<file path="config.mk">
export PLATFORM = sky130hd
export DESIGN_NAME = vid_capture_top
export DESIGN_NICKNAME = d
export VERILOG_FILES = /design/src/rtl/vdc_pkg.sv /design/src/rtl/vdc_regs.sv /design/src/rtl/vdc_capture.sv /design/src/rtl/vdc_fifo.sv /design/src/rtl/vid_capture_top.sv
export SDC_FILE = /design/constraint.sdc
export NUM_CORES = 1
export LEC_CHECK = 0
export BUFFER_PORTS_ARGS = -buffer_cell sky130_fd_sc_hd__buf_2
export CAP_MARGIN = 20
export CORE_MARGIN = 10
export CORE_UTILIZATION = 30
export CTS_BUF_LIST = sky130_fd_sc_hd__clkbuf_8
export DETAILED_ROUTE_END_ITERATION = 8
export GPL_TIMING_DRIVEN = 0
export PLACE_DENSITY_LB_ADDON = 0.2
export SYNTH_ARGS = -nofsm -noshare
export SYNTH_HDL_FRONTEND = slang
export SYNTH_SLANG_ARGS = --single-unit
</file>
<file path="constraint.sdc">
create_clock -name clk -period 4.1 [get_ports clk]
set_clock_uncertainty 0.05 [all_clocks]
set_input_delay 0.41 -clock clk [delete_from_list [all_inputs] [get_ports clk]]
set_output_delay 0.41 -clock clk [all_outputs]
set_load 0.005 [all_outputs]
</file>
<file path="src/rtl/vdc_pkg.sv">
package vdc_pkg;

    localparam int PIX_W = 10;

    typedef struct packed {
        logic             field;
        logic             eoi;
        logic             soi;
        logic [PIX_W-1:0] data;
    } pix_word_t;

    localparam int WORD_W = $bits(pix_word_t);

    typedef enum logic [1:0] {
        ADDR_CTRL  = 2'd0,
        ADDR_PIX   = 2'd1,
        ADDR_LINES = 2'd2,
        ADDR_STAT  = 2'd3
    } reg_addr_e;

    function automatic logic sync_active(input logic level, input logic pol_high);
        return level == pol_high;
    endfunction

endpackage

</file>
<file path="src/rtl/vdc_regs.sv">
module vdc_regs #(
    parameter int CNT_W = 12
) (
    input  logic             clk,
    input  logic             rst,
    input  logic             reg_wr,
    input  logic [1:0]       reg_addr,
    input  logic [CNT_W-1:0] reg_wdata,
    output logic [CNT_W-1:0] reg_rdata,
    input  logic             ovf_evt,
    output logic             cap_en,
    output logic             fs_pol,
    output logic             ls_pol,
    output logic [CNT_W-1:0] act_pix,
    output logic [CNT_W-1:0] act_lines,
    output logic             err_flag
);
    import vdc_pkg::*;

    localparam logic [CNT_W-1:0] PIX_RST   = CNT_W'(720);
    localparam logic [CNT_W-1:0] LINES_RST = CNT_W'(288);

    reg_addr_e addr;
    logic      clr_err;

    assign addr    = reg_addr_e'(reg_addr);
    assign clr_err = reg_wr && (addr == ADDR_STAT) && reg_wdata[0];

    always_ff @(posedge clk) begin
        if (rst) begin
            cap_en    <= 1'b0;
            fs_pol    <= 1'b1;
            ls_pol    <= 1'b1;
            act_pix   <= PIX_RST;
            act_lines <= LINES_RST;
        end else if (reg_wr) begin
            case (addr)
                ADDR_CTRL: begin
                    cap_en <= reg_wdata[0];
                    fs_pol <= reg_wdata[1];
                    ls_pol <= reg_wdata[2];
                end
                ADDR_PIX:   act_pix   <= reg_wdata;
                ADDR_LINES: act_lines <= reg_wdata;
                default: ;
            endcase
        end
    end

    always_ff @(posedge clk) begin
        if (rst)
            err_flag <= 1'b0;
        else if (ovf_evt)
            err_flag <= 1'b1;
        else if (clr_err)
            err_flag <= 1'b0;
    end

    always_comb begin
        reg_rdata = '0;
        case (addr)
            ADDR_CTRL:  reg_rdata[2:0] = {ls_pol, fs_pol, cap_en};
            ADDR_PIX:   reg_rdata = act_pix;
            ADDR_LINES: reg_rdata = act_lines;
            ADDR_STAT:  reg_rdata[0] = err_flag;
            default:    reg_rdata = '0;
        endcase
    end

endmodule

</file>
<file path="src/rtl/vdc_capture.sv">
module vdc_capture #(
    parameter int CNT_W = 12
) (
    input  logic                     clk,
    input  logic                     rst,
    input  logic                     cap_en,
    input  logic                     fs_pol,
    input  logic                     ls_pol,
    input  logic [CNT_W-1:0]         act_pix,
    input  logic [CNT_W-1:0]         act_lines,
    input  logic [vdc_pkg::PIX_W-1:0] vid_data,
    input  logic                     vid_fsync,
    input  logic                     vid_lsync,
    input  logic                     fifo_full,
    output logic                     fifo_wr,
    output vdc_pkg::pix_word_t       fifo_word,
    output logic                     ovf_evt
);
    import vdc_pkg::*;

    logic             fs_act, ls_act, fs_d, ls_d;
    logic             fs_lead, ls_rise;
    logic             armed, field_q, drop_line;
    logic [CNT_W-1:0] line_cnt, word_cnt;
    logic             in_win;

    assign fs_act  = sync_active(vid_fsync, fs_pol);
    assign ls_act  = sync_active(vid_lsync, ls_pol);
    assign fs_lead = fs_act && !fs_d;
    assign ls_rise = ls_act && !ls_d;

    // a word inside the programmed window of an armed frame
    assign in_win = cap_en && armed && !fs_act && !ls_act &&
                    (word_cnt < act_pix) && (line_cnt < act_lines);

    assign fifo_wr = in_win && !fifo_full && !drop_line;
    assign ovf_evt = in_win && fifo_full && !drop_line;

    always_comb begin
        fifo_word.data  = vid_data;
        fifo_word.field = field_q;
        fifo_word.soi   = !field_q && (line_cnt == '0) && (word_cnt == '0);
        fifo_word.eoi   = field_q && (line_cnt == act_lines - CNT_W'(1)) &&
                          (word_cnt == act_pix - CNT_W'(1));
    end

    always_ff @(posedge clk) begin
        if (rst) begin
            fs_d      <= 1'b1;
            ls_d      <= 1'b1;
            armed     <= 1'b0;
            field_q   <= 1'b0;
            line_cnt  <= '0;
            word_cnt  <= '0;
            drop_line <= 1'b0;
        end else begin
            fs_d <= fs_act;
            ls_d <= ls_act;

            if (!cap_en)
                armed <= 1'b0;
            else if (fs_lead && ls_act)
                armed <= 1'b1;

            if (fs_lead)
                field_q <= !ls_act;

            if (fs_act)
                line_cnt <= '0;
            else if (ls_rise && line_cnt != '1)
                line_cnt <= line_cnt + CNT_W'(1);

            if (ls_act)
                word_cnt <= '0;
            else if (word_cnt != '1)
                word_cnt <= word_cnt + CNT_W'(1);

            if (ls_act)
                drop_line <= 1'b0;
            else if (ovf_evt)
                drop_line <= 1'b1;
        end
    end

endmodule

</file>
<file path="src/rtl/vdc_fifo.sv">
module vdc_fifo #(
    parameter int DEPTH = 16
) (
    input  logic               clk,
    input  logic               rst,
    input  logic               wr,
    input  vdc_pkg::pix_word_t wr_word,
    input  logic               rd,
    output vdc_pkg::pix_word_t rd_word,
    output logic               empty,
    output logic               full
);
    import vdc_pkg::*;

    localparam int PTR_W = (DEPTH > 1) ? $clog2(DEPTH) : 1;
    localparam int CNT_W = $clog2(DEPTH + 1);
    localparam logic [PTR_W-1:0] LAST = PTR_W'(DEPTH - 1);

    pix_word_t        mem [DEPTH];
    logic [PTR_W-1:0] wptr, rptr;
    logic [CNT_W-1:0] count;
    logic             do_wr, do_rd;

    assign empty   = (count == '0);
    assign full    = (count == CNT_W'(DEPTH));
    assign do_wr   = wr && !full;
    assign do_rd   = rd && !empty;
    assign rd_word = mem[rptr];

    always_ff @(posedge clk) begin
        if (do_wr)
            mem[wptr] <= wr_word;
    end

    always_ff @(posedge clk) begin
        if (rst) begin
            wptr  <= '0;
            rptr  <= '0;
            count <= '0;
        end else begin
            if (do_wr)
                wptr <= (wptr == LAST) ? '0 : wptr + PTR_W'(1);
            if (do_rd)
                rptr <= (rptr == LAST) ? '0 : rptr + PTR_W'(1);
            case ({do_wr, do_rd})
                2'b10:   count <= count + CNT_W'(1);
                2'b01:   count <= count - CNT_W'(1);
                default: count <= count;
            endcase
        end
    end

endmodule

</file>
<file path="src/rtl/vid_capture_top.sv">
module vid_capture_top #(
    parameter int CNT_W      = 12,
    parameter int FIFO_DEPTH = 16
) (
    input  logic             clk,
    input  logic             rst,
    input  logic             reg_wr,
    input  logic [1:0]       reg_addr,
    input  logic [CNT_W-1:0] reg_wdata,
    output logic [CNT_W-1:0] reg_rdata,
    input  logic [9:0]       vid_data,
    input  logic             vid_fsync,
    input  logic             vid_lsync,
    input  logic             pix_ready,
    output logic             pix_valid,
    output logic [9:0]       pix_data,
    output logic             pix_soi,
    output logic             pix_eoi,
    output logic             pix_field
);
    import vdc_pkg::*;

    logic             cap_en, fs_pol, ls_pol, err_flag, ovf_evt;
    logic [CNT_W-1:0] act_pix, act_lines;
    logic             fifo_wr, fifo_full, fifo_empty;
    pix_word_t        wr_word, head;

    vdc_regs #(.CNT_W(CNT_W)) u_regs (
        .clk       (clk),
        .rst       (rst),
        .reg_wr    (reg_wr),
        .reg_addr  (reg_addr),
        .reg_wdata (reg_wdata),
        .reg_rdata (reg_rdata),
        .ovf_evt   (ovf_evt),
        .cap_en    (cap_en),
        .fs_pol    (fs_pol),
        .ls_pol    (ls_pol),
        .act_pix   (act_pix),
        .act_lines (act_lines),
        .err_flag  (err_flag)
    );

    vdc_capture #(.CNT_W(CNT_W)) u_cap (
        .clk       (clk),
        .rst       (rst),
        .cap_en    (cap_en),
        .fs_pol    (fs_pol),
        .ls_pol    (ls_pol),
        .act_pix   (act_pix),
        .act_lines (act_lines),
        .vid_data  (vid_data),
        .vid_fsync (vid_fsync),
        .vid_lsync (vid_lsync),
        .fifo_full (fifo_full),
        .fifo_wr   (fifo_wr),
        .fifo_word (wr_word),
        .ovf_evt   (ovf_evt)
    );

    vdc_fifo #(.DEPTH(FIFO_DEPTH)) u_fifo (
        .clk     (clk),
        .rst     (rst),
        .wr      (fifo_wr),
        .wr_word (wr_word),
        .rd      (pix_ready),
        .rd_word (head),
        .empty   (fifo_empty),
        .full    (fifo_full)
    );

    assign pix_valid = !fifo_empty;
    assign pix_data  = head.data;
    assign pix_soi   = head.soi;
    assign pix_eoi   = head.eoi;
    assign pix_field = head.field;

endmodule

</file>
==> results of run 1 <==
## sequential cells by signal, indices dropped and copies added, names as in the netlist, named ones only
name / flops
u_fifo.wptr: 4
u_cap.fs_d: 1
u_regs.act_pix: 12
u_regs.fs_pol: 1
u_regs.act_lines: 12
u_regs.cap_en: 1
u_fifo.rptr: 4
u_cap.field_q: 1
u_cap.line_cnt: 12
u_regs.err_flag: 1
u_cap.armed: 1
u_regs.ls_pol: 1
u_cap.word_cnt: 12
u_fifo.mem: 208
u_cap.ls_d: 1
u_cap.drop_line: 1
u_fifo.count: 5
## logic make-up after synthesis
group | after synthesis
flops | 282
simple gates | 264
compound gates | 118
buf+inv | 94
mux | 68
xor+xnor | 50
fa+ha+maj | 45
## routing by layer
layer / vias to the layer above / global-route usage, % / part of all wire [%]
met5: - / 0 / 0
met4: 0 / 3.87 / 1.9
met3: 48 / 2.79 / 4.4
met2: 168 / 21.9 / 48
met1: 3964 / 16.8 / 45
li1: 3755 / - / -
## placed cells by master, fill, tap and decap left out, types with 11 or more instances in the layout
cell type      count
nor4_1            11
edfxtp_1         208
a21oi_1           48
mux4_2            65
nor3_1            12
buf_2             62
nand3_1           15
ha_1              44
nor2_1            40
and3_1            26
xnor2_1           26
dlygate4sd3_1     12
clkbuf_8          52
nand4_1           19
clkinv_1          14
clkbuf_1          36
nand2_1           84
o21ai_0           13
inv_1             57
nor2b_1           17
dfxtp_1           66
xor2_1            23
## critical path, delay by kind of cell, from the launching register on
kind                       cells  cell delay [ps]
AOI/OAI and AO/OA              6             1080
xor gates and xnor gates       2              310
adders and majority gates      3              780
buffers and inverters          4              430
DFF                            1              410
and+or+nand+nor                3              590
## where the power goes
part | switching, mW | internal, mW
clock | 1.19 | 1.19
sequential | 0.0233 | 3.08
combinational | 0.149 | 0.0831
total | 1.36 | 4.35
## repair_timing
action                                 in CTS  in global routing
endpoints found under the hold margin      22                  0
hold buffers                               12                  0
resized for setup                           8                  6
buffers inserted                            1                  2
pin swaps                                   1                  3
setup endpoints to repair                   2                  2
## final cells by class
type	instances	area (um^2)	area share (%)
Multi-Input combinational cell	545	4700	31.7
Timing Repair Buffer	73	468	3.16
Inverter	42	158	1.06
Sequential cell	282	7740	52.2
Buffer	48	199	1.34
Clock buffer	52	716	4.83
Clock inverter	38	183	1.23
Tap cell	539	674	4.55
## worst paths after layout
path | start | to | slack (ps)
setup reg to reg | u_regs.act_pix[9] | u_fifo.count[4] | 290
hold reg to reg | u_regs.err_flag | u_regs.err_flag | 410
setup / recovery | u_regs.act_pix[9] | u_fifo.count[4] | 290
hold / removal | vid_data[7] | u_fifo.mem[13][7] | 110
## through the flow
| stage | utilization, % | cell area [um^2] |
|---|---|---|
| detailed placement | 32.7 | 13800 |
| finish | 35.3 | 14800 |
| CTS | 35.2 | 14800 |
| global placement | 32.6 | 13700 |
| global route | 35.3 | 14800 |
| floorplan | - | 12800 |
==> results.py, run 1 <==
metrics = {
    "worst_setup_path": {
        "cp_max_fo": 10,
        "critPathMaxStageDelay_ps": 410,
        "required_ps": 4520,
        "end_kind": "register",
        "crit_chain": "inv_1, ha_1, a21oi_1, o2111ai_1, nor4_2, o2111ai_2, nor2_4, clkbuf_2, inv_1, ha_2, xor2_1, ha_1, inv_1, o21ai_0, a21o_1, a221oi_2, xnor2_1, nor2_1",
        "reg2regPathDepth": 18,
        "slowest_stage": "dfxtp_2",
        "cp.arrival_ps": 4220,
        "critPathLaunchType": "register",
        "critical_path.most_common_cell": "inv_1",
        "critical_path_class": "register to register",
    },
    "logic_synthesis": {
        "synth_fa_ha_area_share_pct": 4.41,
        "yosysTopAreaCell": "edfxtp_1",
        "synth-seq-area-share_pct": 60.5,
        "synth_seq_cells": 282,
        "synth.top_cells.by_area": "edfxtp_1, dfxtp_1, mux4_2",
        "synthFlopType": "edfxtp_1",
        "synthMuxAreaShare_pct": 11.7,
        "synth_cell_type_count": 65,
        "syn_nets": 996,
        "ys_warn_count": 0,
        "synth_compound_area_share_pct": 6.24,
        "post-synth-top-count-cell": "edfxtp_1",
        "synth_commonest_cells": "edfxtp_1, nand2_1, dfxtp_1",
        "syn_area_um2": 12800,
        "syn_area_per_cell_um2": 13.9,
        "synth_async_sr_flop_share_pct": 0,
        "synth_top_family_by_area": "multiplexers",
        "synthSimpleGateAreaFrac_pct": 10.7,
        "yosys.area_share.xor_xnor_pct": 3.49,
        "synth_edf_count": 208,
        "synth_top_area_share_pct": 48.9,
        "synthCells": 921,
    },
    "final_layout": {
        "nNetsFinal": 1116,
        "area_delta_synth_final_pct": 16.1,
        "layout-drive-gt1-share_pct": 20.6,
        "fillCellCount": 4167,
        "diodes": 0,
        "instances_no_fill": 1619,
    },
    "pwr": {
        "leakage_nw": 5.04,
        "power_density_nw_per_um2": 385,
        "power_mw": 5.71,
        "ir_drop_mv": 0.192,
    },
    "drt": {
        "vias_per_cell": 4.90,
        "drtAntennaViolNets": 0,
        "vias": 7935,
        "drc": 0,
        "drtIter0Drc": 524,
        "wl_mm": 33.4,
        "dr.pass1.iters": 5,
        "wl_per_cell_um": 20.6,
    },
    "die": {
        "rows": 75,
        "die_x_um": 226,
        "start_util_pct": 30.4,
        "core_area_um2": 42000,
        "fp.dieH_um": 226,
        "fp.dieArea_um2": 51200,
        "io_pins": 56,
    },
    "sta": {
        "rsz0062_at_grt": "no",
        "slew_violations": 0,
        "timing.final.ws_setup_ps": 295,
        "holdWs_ps": 108,
        "slew_headroom_pct": 30.2,
        "tightestPinTransition_ps": 1050,
        "fmax_mhz": 263,
        "finalSetupViolCount": 0,
        "fin_setup_tns_ps": 0,
        "hold_violations": 0,
        "period_needed_ps": 3810,
        "fin_crit_sh_pct": 92.8,
    },
    "cts": {
        "cts_tree": "yes",
        "htree_levels": 2,
        "clock_tree.root_cell": "clkbuf_8",
        "clock_latency_ps": 610,
        "numCtsBuffers": 49,
        "clock_path_buffers": 3,
        "clk_pin_slew_ps": 60,
        "cts.sinks": 282,
    },
    "worst_hold_path": {
        "hold_depth": 1,
        "hp-class": "input pin to register",
    },
    "placed_design": {
        "pre_cts_ws_ps": -486,
        "port_buffers": 53,
        "dp_hpwl_mm": 22.1,
        "gp_congestion": 0.774,
        "placed_cells": 1517,
    },
    "flow_run": {
        "drv_cap": 0,
    },
    "grt": {
        "grt_max_degree": 20,
        "grt_pass1_wl_mm": 50.6,
        "overflow": 0,
        "grt_pass1_vias": 8251,
        "track_usage_pct": 13.1,
        "antenna_found_initial": 0,
    },
    "outcome": {
        "status": "finished clean",
    },
}
Power figures use the tool's default switching activity.
==> run 2, diff against run 1 <==
--- a/config.mk
+++ b/config.mk
@@ -15,4 +15,5 @@
 export PLACE_DENSITY_LB_ADDON = 0.2
 export SYNTH_ARGS = -nofsm -noshare
 export SYNTH_HDL_FRONTEND = slang
+export SYNTH_HIERARCHICAL = 1
 export SYNTH_SLANG_ARGS = --single-unit
==> run 2 against run 1 <==
Via count increased by 0.37%; sequential power barely moved; setup slack got worse by 25 ps; cell count up 2.3%; synthesized cell count decreased by 0.33%; critical endpoint is now u_fifo/count[4]; largest cell class unchanged.
==> results.py, run 2 <==
metrics = {
    "outcome": {
        "status": "finished clean",
    },
    "logic_synthesis": {
        "synth_seq_cells": 282,
        "synthCells": 918,
        "synth.top_cells.by_area": "edfxtp_1, dfxtp_1, mux4_2",
        "synth_async_sr_flop_share_pct": 0,
        "yosysTopAreaCell": "edfxtp_1",
        "synth_top_family_by_area": "multiplexers",
        "synth_commonest_cells": "edfxtp_1, dfxtp_1, mux4_2",
        "synth_top_area_share_pct": 47.8,
        "syn_area_um2": 13100,
        "ys_warn_count": 6,
        "syn_nets": 991,
        "post-synth-top-count-cell": "edfxtp_1",
        "synthMuxAreaShare_pct": 11.9,
        "synthFlopType": "edfxtp_1",
        "synth-seq-area-share_pct": 59.2,
        "synth_compound_area_share_pct": 7.42,
        "syn_area_per_cell_um2": 14.2,
        "yosys.area_share.xor_xnor_pct": 3.35,
        "synth_fa_ha_area_share_pct": 4.12,
        "synth_edf_count": 208,
        "synthSimpleGateAreaFrac_pct": 10.1,
        "synth_cell_type_count": 67,
    },
    "sta": {
        "tightestPinTransition_ps": 1040,
        "fmax_mhz": 261,
        "slew_headroom_pct": 30.5,
        "timing.final.ws_setup_ps": 270,
        "period_needed_ps": 3830,
        "finalSetupViolCount": 0,
        "fin_crit_sh_pct": 93.4,
        "fin_setup_tns_ps": 0,
        "holdWs_ps": 46.1,
        "hold_violations": 0,
        "slew_violations": 0,
        "rsz0062_at_grt": "no",
    },
    "cts": {
        "numCtsBuffers": 49,
        "clock_latency_ps": 620,
        "htree_levels": 2,
        "clock_path_buffers": 3,
        "cts_tree": "yes",
        "clock_tree.root_cell": "clkbuf_8",
        "postCtsSetupRepairBufs": 0,
        "clk_pin_slew_ps": 70,
        "cts.sinks": 282,
    },
    "final_layout": {
        "largest_reg_flops": 208,
        "mostFrequentLayoutCells": "edfxtp_1, dfxtp_1, mux4_2, inv_1, clkbuf_8",
        "layout_commonest_cell": "edfxtp_1",
        "layout-drive-gt1-share_pct": 23.0,
        "instances_no_fill": 1657,
        "diodes": 0,
        "nNetsFinal": 1107,
        "final_area_um2": 15200,
        "area_delta_synth_final_pct": 16.5,
        "fin_util_pct": 35.3,
        "largest-register": "u_fifo/mem",
    },
    "placed_design": {
        "pre_cts_ws_ps": -58.2,
        "port_buffers": 45,
        "gp_congestion": 0.786,
        "place_area_um2": 14100,
        "dp_hpwl_mm": 21.9,
        "placed_cells": 1557,
    },
    "drt": {
        "drtIter0Drc": 539,
        "drtAntennaViolNets": 0,
        "dr.pass1.iters": 5,
        "drc": 0,
        "wl_mm": 33.0,
        "vias_per_cell": 4.81,
        "vias": 7964,
        "wl_per_cell_um": 19.9,
    },
    "worst_setup_path": {
        "end_kind": "register",
        "crit_chain": "inv_1, ha_1, nor2b_1, o21a_1, o21a_1, o21ai_0, a21oi_1, nor2_4, o21ai_4, buf_6, ha_1, clkbuf_1, xor2_1, ha_1, and3b_1, o21ai_0, a31oi_1, mux2_2",
        "cp_max_fo": 11,
        "critPathLaunchType": "register",
        "critical_path_class": "register to register",
        "critPathMaxStageDelay_ps": 450,
        "cp.arrival_ps": 4260,
        "required_ps": 4530,
        "critical_path.most_common_cell": "ha_1",
        "slowest_stage": "dfxtp_1",
    },
    "grt": {
        "overflow": 0,
        "grt_pass1_vias": 8206,
        "antenna_found_initial": 0,
        "track_usage_pct": 12.5,
        "grt_max_degree": 17,
        "grt_pass1_wl_mm": 50.4,
    },
    "die": {
        "fp.dieH_um": 229,
        "fp.dieArea_um2": 52300,
        "io_pins": 56,
        "die_x_um": 229,
        "core_area_um2": 43100,
        "rows": 76,
        "start_util_pct": 30.3,
    },
    "pwr": {
        "power_density_nw_per_um2": 388,
        "leakage_nw": 5.17,
        "ir_drop_mv": 0.218,
        "power_mw": 5.90,
    },
    "flow_run": {
        "drv_cap": 0,
    },
    "worst_hold_path": {
        "hp-class": "input pin to register",
    },
}
run 2: changes by cell type in the layout (fill, tap and decap cells not counted), sizes merged, moves of 10 or more:
| cell | previous run | this run |
|---|---|---|
| nand2 | 84 | 18 |
| nand3 | 15 | 37 |
| a21bo | 0 | 19 |
| buf | 71 | 89 |
| nor2 | 41 | 56 |
| and3 | 26 | 14 |
| clkbuf | 90 | 80 |
run 2: kinds of logic after synthesis:
kind of cell / count (synthesis)
compound gates: 134
xor+xnor: 50
fa+ha+maj: 43
buf+inv: 100
flops: 282
mux: 74
simple gates: 235
run 2: what timing repair did:
action / 4_1_cts / 5_1_grt
hold buffers: 11 / 0
gates resized for setup: 1 / 4
endpoints found under the setup margin: 1 / 23
hold endpoints to repair: 20 / 0
run 2: worst max-delay path, delay by kind of cell (launching register included):
kind            cells  cell delay [ps]
flops               1              450
buf+inv             3              560
compound gates      7             1100
simple gates        3              380
mux                 1              350
xor+xnor            1              180
fa+ha+maj           3              630
run 2: final cells by class:
class	count	area, um^2
Clock inverter	33	206
Multi-Input combinational cell	536	4860
Fill cell	4194	27900
Inverter	41	154
Tap cell	585	732
Sequential cell	282	7730
Clock buffer	56	771
Buffer	59	357
Timing Repair Buffer	65	407
run 2: final timing paths:
check        cells after the start  slack [ps]          endpoint                 from
min reg2reg                      2         440   u_cap/drop_line      u_cap/drop_line
max                             18         270   u_fifo/count[4]  u_regs/act_lines[1]
max reg2reg                     18         270   u_fifo/count[4]  u_regs/act_lines[1]
min                              1          50  u_fifo/mem[0][1]          vid_data[1]
run 2: power breakdown:
| part | total (mW) | internal [mW] | switching, mW |
|---|---|---|---|
| clock | 2.55 | 1.38 | 1.17 |
| combinational | 0.247 | 0.0986 | 0.149 |
| sequential | 3.11 | 3.08 | 0.0261 |
run 2: routing by layer:
metal / up-vias / share of wire (%) / GRT usage (%)
met5: - / 0 / 0
met4: 0 / 2.2 / 3.65
met3: 57 / 4.5 / 2.90
met2: 170 / 47 / 20.0
met1: 3979 / 46 / 16.7
li1: 3758 / - / -
==> run 3, diff against run 2 <==
--- a/config.mk
+++ b/config.mk
@@ -8,7 +8,7 @@
 export BUFFER_PORTS_ARGS = -buffer_cell sky130_fd_sc_hd__buf_2
 export CAP_MARGIN = 20
 export CORE_MARGIN = 10
-export CORE_UTILIZATION = 30
+export CORE_UTILIZATION = 58
 export CTS_BUF_LIST = sky130_fd_sc_hd__clkbuf_8
 export DETAILED_ROUTE_END_ITERATION = 8
 export GPL_TIMING_DRIVEN = 0
==> run 3 against run 2 <==
Fmax grew 3.7%; count of clock-buffer cells in the layout shrank 6; clock power shrank 11%; first-iteration DRC count grew 74%; hold slack gained 26 ps; cell count shrank 19%; critical path type unchanged; highest routed layer unchanged.
==> results.py, run 3 (same netlist as run 2, synthesis figures left out) <==
metrics = {
    "outcome": {
        "status": "finished clean",
    },
    "sta": {
        "slew_violations": 0,
        "hold_violations": 0,
        "slew_headroom_pct": 33.5,
        "finalSetupViolCount": 0,
        "period_needed_ps": 3690,
        "fmax_mhz": 271,
        "holdWs_ps": 72.6,
        "rsz0062_at_grt": "no",
        "fin_setup_tns_ps": 0,
        "tightestPinTransition_ps": 997,
        "fin_crit_sh_pct": 90.1,
    },
    "die": {
        "io_pins": 56,
        "fp.dieArea_um2": 28900,
        "core_area_um2": 22000,
        "start_util_pct": 59.5,
        "fp.dieH_um": 170,
        "rows": 54,
        "die_x_um": 170,
    },
    "final_layout": {
        "nNetsFinal": 1091,
        "largest_reg_flops": 208,
        "largest-register": "u_fifo/mem",
        "diodes": 0,
        "layout-drive-gt1-share_pct": 22.9,
        "instances_no_fill": 1335,
        "layout_commonest_cell": "edfxtp_1",
        "mostFrequentLayoutCells": "edfxtp_1, dfxtp_1, mux4_2, inv_1, nor2_1",
        "area_delta_synth_final_pct": 11.9,
    },
    "pwr": {
        "power_mw": 5.60,
        "power_density_nw_per_um2": 383,
        "leakage_nw": 5.07,
        "ir_drop_mv": 0.279,
    },
    "grt": {
        "overflow": 0,
        "track_usage_pct": 20.7,
        "antenna_found_initial": 0,
        "grt_max_degree": 17,
        "grt_pass1_wl_mm": 46.5,
        "grt_pass1_vias": 8152,
    },
    "drt": {
        "vias": 8160,
        "drc": 0,
        "wl_per_cell_um": 22.1,
        "wl_mm": 29.5,
        "drtAntennaViolNets": 0,
        "vias_per_cell": 6.11,
        "drtIter0Drc": 938,
        "dr.pass1.iters": 5,
    },
    "flow_run": {
        "drv_cap": 0,
    },
    "placed_design": {
        "dp_hpwl_mm": 19.8,
        "placed_cells": 1252,
        "gp_congestion": 0.866,
        "port_buffers": 45,
    },
    "worst_setup_path": {
        "required_ps": 4480,
        "reg2regPathDepth": 17,
        "cp_max_fo": 11,
        "critPathLaunchType": "register",
        "critical_path_class": "register to register",
        "end_kind": "register",
        "cp.arrival_ps": 4070,
    },
    "cts": {
        "hold_buffers": 0,
        "cts.sinks": 282,
        "numCtsBuffers": 45,
        "clk_pin_slew_ps": 60,
        "cts_tree": "yes",
        "htree_levels": 2,
        "clock_path_buffers": 3,
        "clock_latency_ps": 550,
        "clock_tree.root_cell": "clkbuf_8",
    },
    "worst_hold_path": {
        "hold_depth": 3,
        "hp-class": "input pin to register",
    },
}
## run 3: cell types whose count changed in the layout (fill, tap and decap cells not counted), sizes merged
cell,previous run,this run
clkinvlp,1,0
clkbuf,80,73
inv,58,60
clkinv,13,14
bufinv,2,1
dlygate4sd3,11,0
## run 3: final cells by class
type | count | area [um^2]
Buffer | 58 | 353
Clock buffer | 50 | 688
Clock inverter | 34 | 174
Fill cell | 1564 | 7350
Inverter | 41 | 154
Multi-Input combinational cell | 536 | 4870
Sequential cell | 282 | 7730
Tap cell | 280 | 350
Timing Repair Buffer | 54 | 297
## run 3: metrics by stage
step | setup slack, ps | utilization [%] | cell area, um^2
after global placement | -1830 | 62.1 | 13600
after detailed placement | 57.8 | 62.5 | 13700
after floorplan | 144 | - | 13100
after CTS | 16.5 | 66.5 | 14600
final | 406 | 66.5 | 14600
after global routing | 38.2 | 66.5 | 14600
## run 3: critical path, stage by stage (launching register included)
cell and delay, ps:
dfxtp_1 460, inv_1 100, ha_1 290, nor2b_1 130, o21a_1 160, o21a_1 150
o21ai_0 210, a21oi_2 150, nor2_4 180, o21ai_4 80, buf_6 150, ha_1 280
xor2_1 200, ha_2 200, and3b_1 140, o21ai_0 70, a31oi_1 200, mux2_2 350
## run 3: final timing paths
check | slack (ps) | startpoint | to
hold reg to reg | 450 | u_regs/err_flag | u_regs/err_flag
hold / removal | 70 | reg_wdata[5] | u_regs/act_pix[5]
setup reg to reg | 410 | u_regs/act_lines[1] | u_fifo/count[4]
setup / recovery | 410 | u_regs/act_lines[1] | u_fifo/count[4]
## run 3: where the power goes
group          leakage, nW  internal [mW]  switching, mW
logic                 2.11         0.0917          0.143
registers             2.45           3.08         0.0252
clock network        0.511           1.19           1.07
## run 3: layer usage
layer	vias up	track usage (%)	wire, um
met2	318	31.0	13400
li1	3726	-	-
met5	-	0	0
met3	50	4.65	2350
met1	4066	29.9	13100
met4	0	5.72	563
## run 3: repair_timing
item | 4_1_cts | 5_1_grt
gates resized for setup | 0 | 7
setup endpoints to repair | 0 | 160
setup buffers | 0 | 0
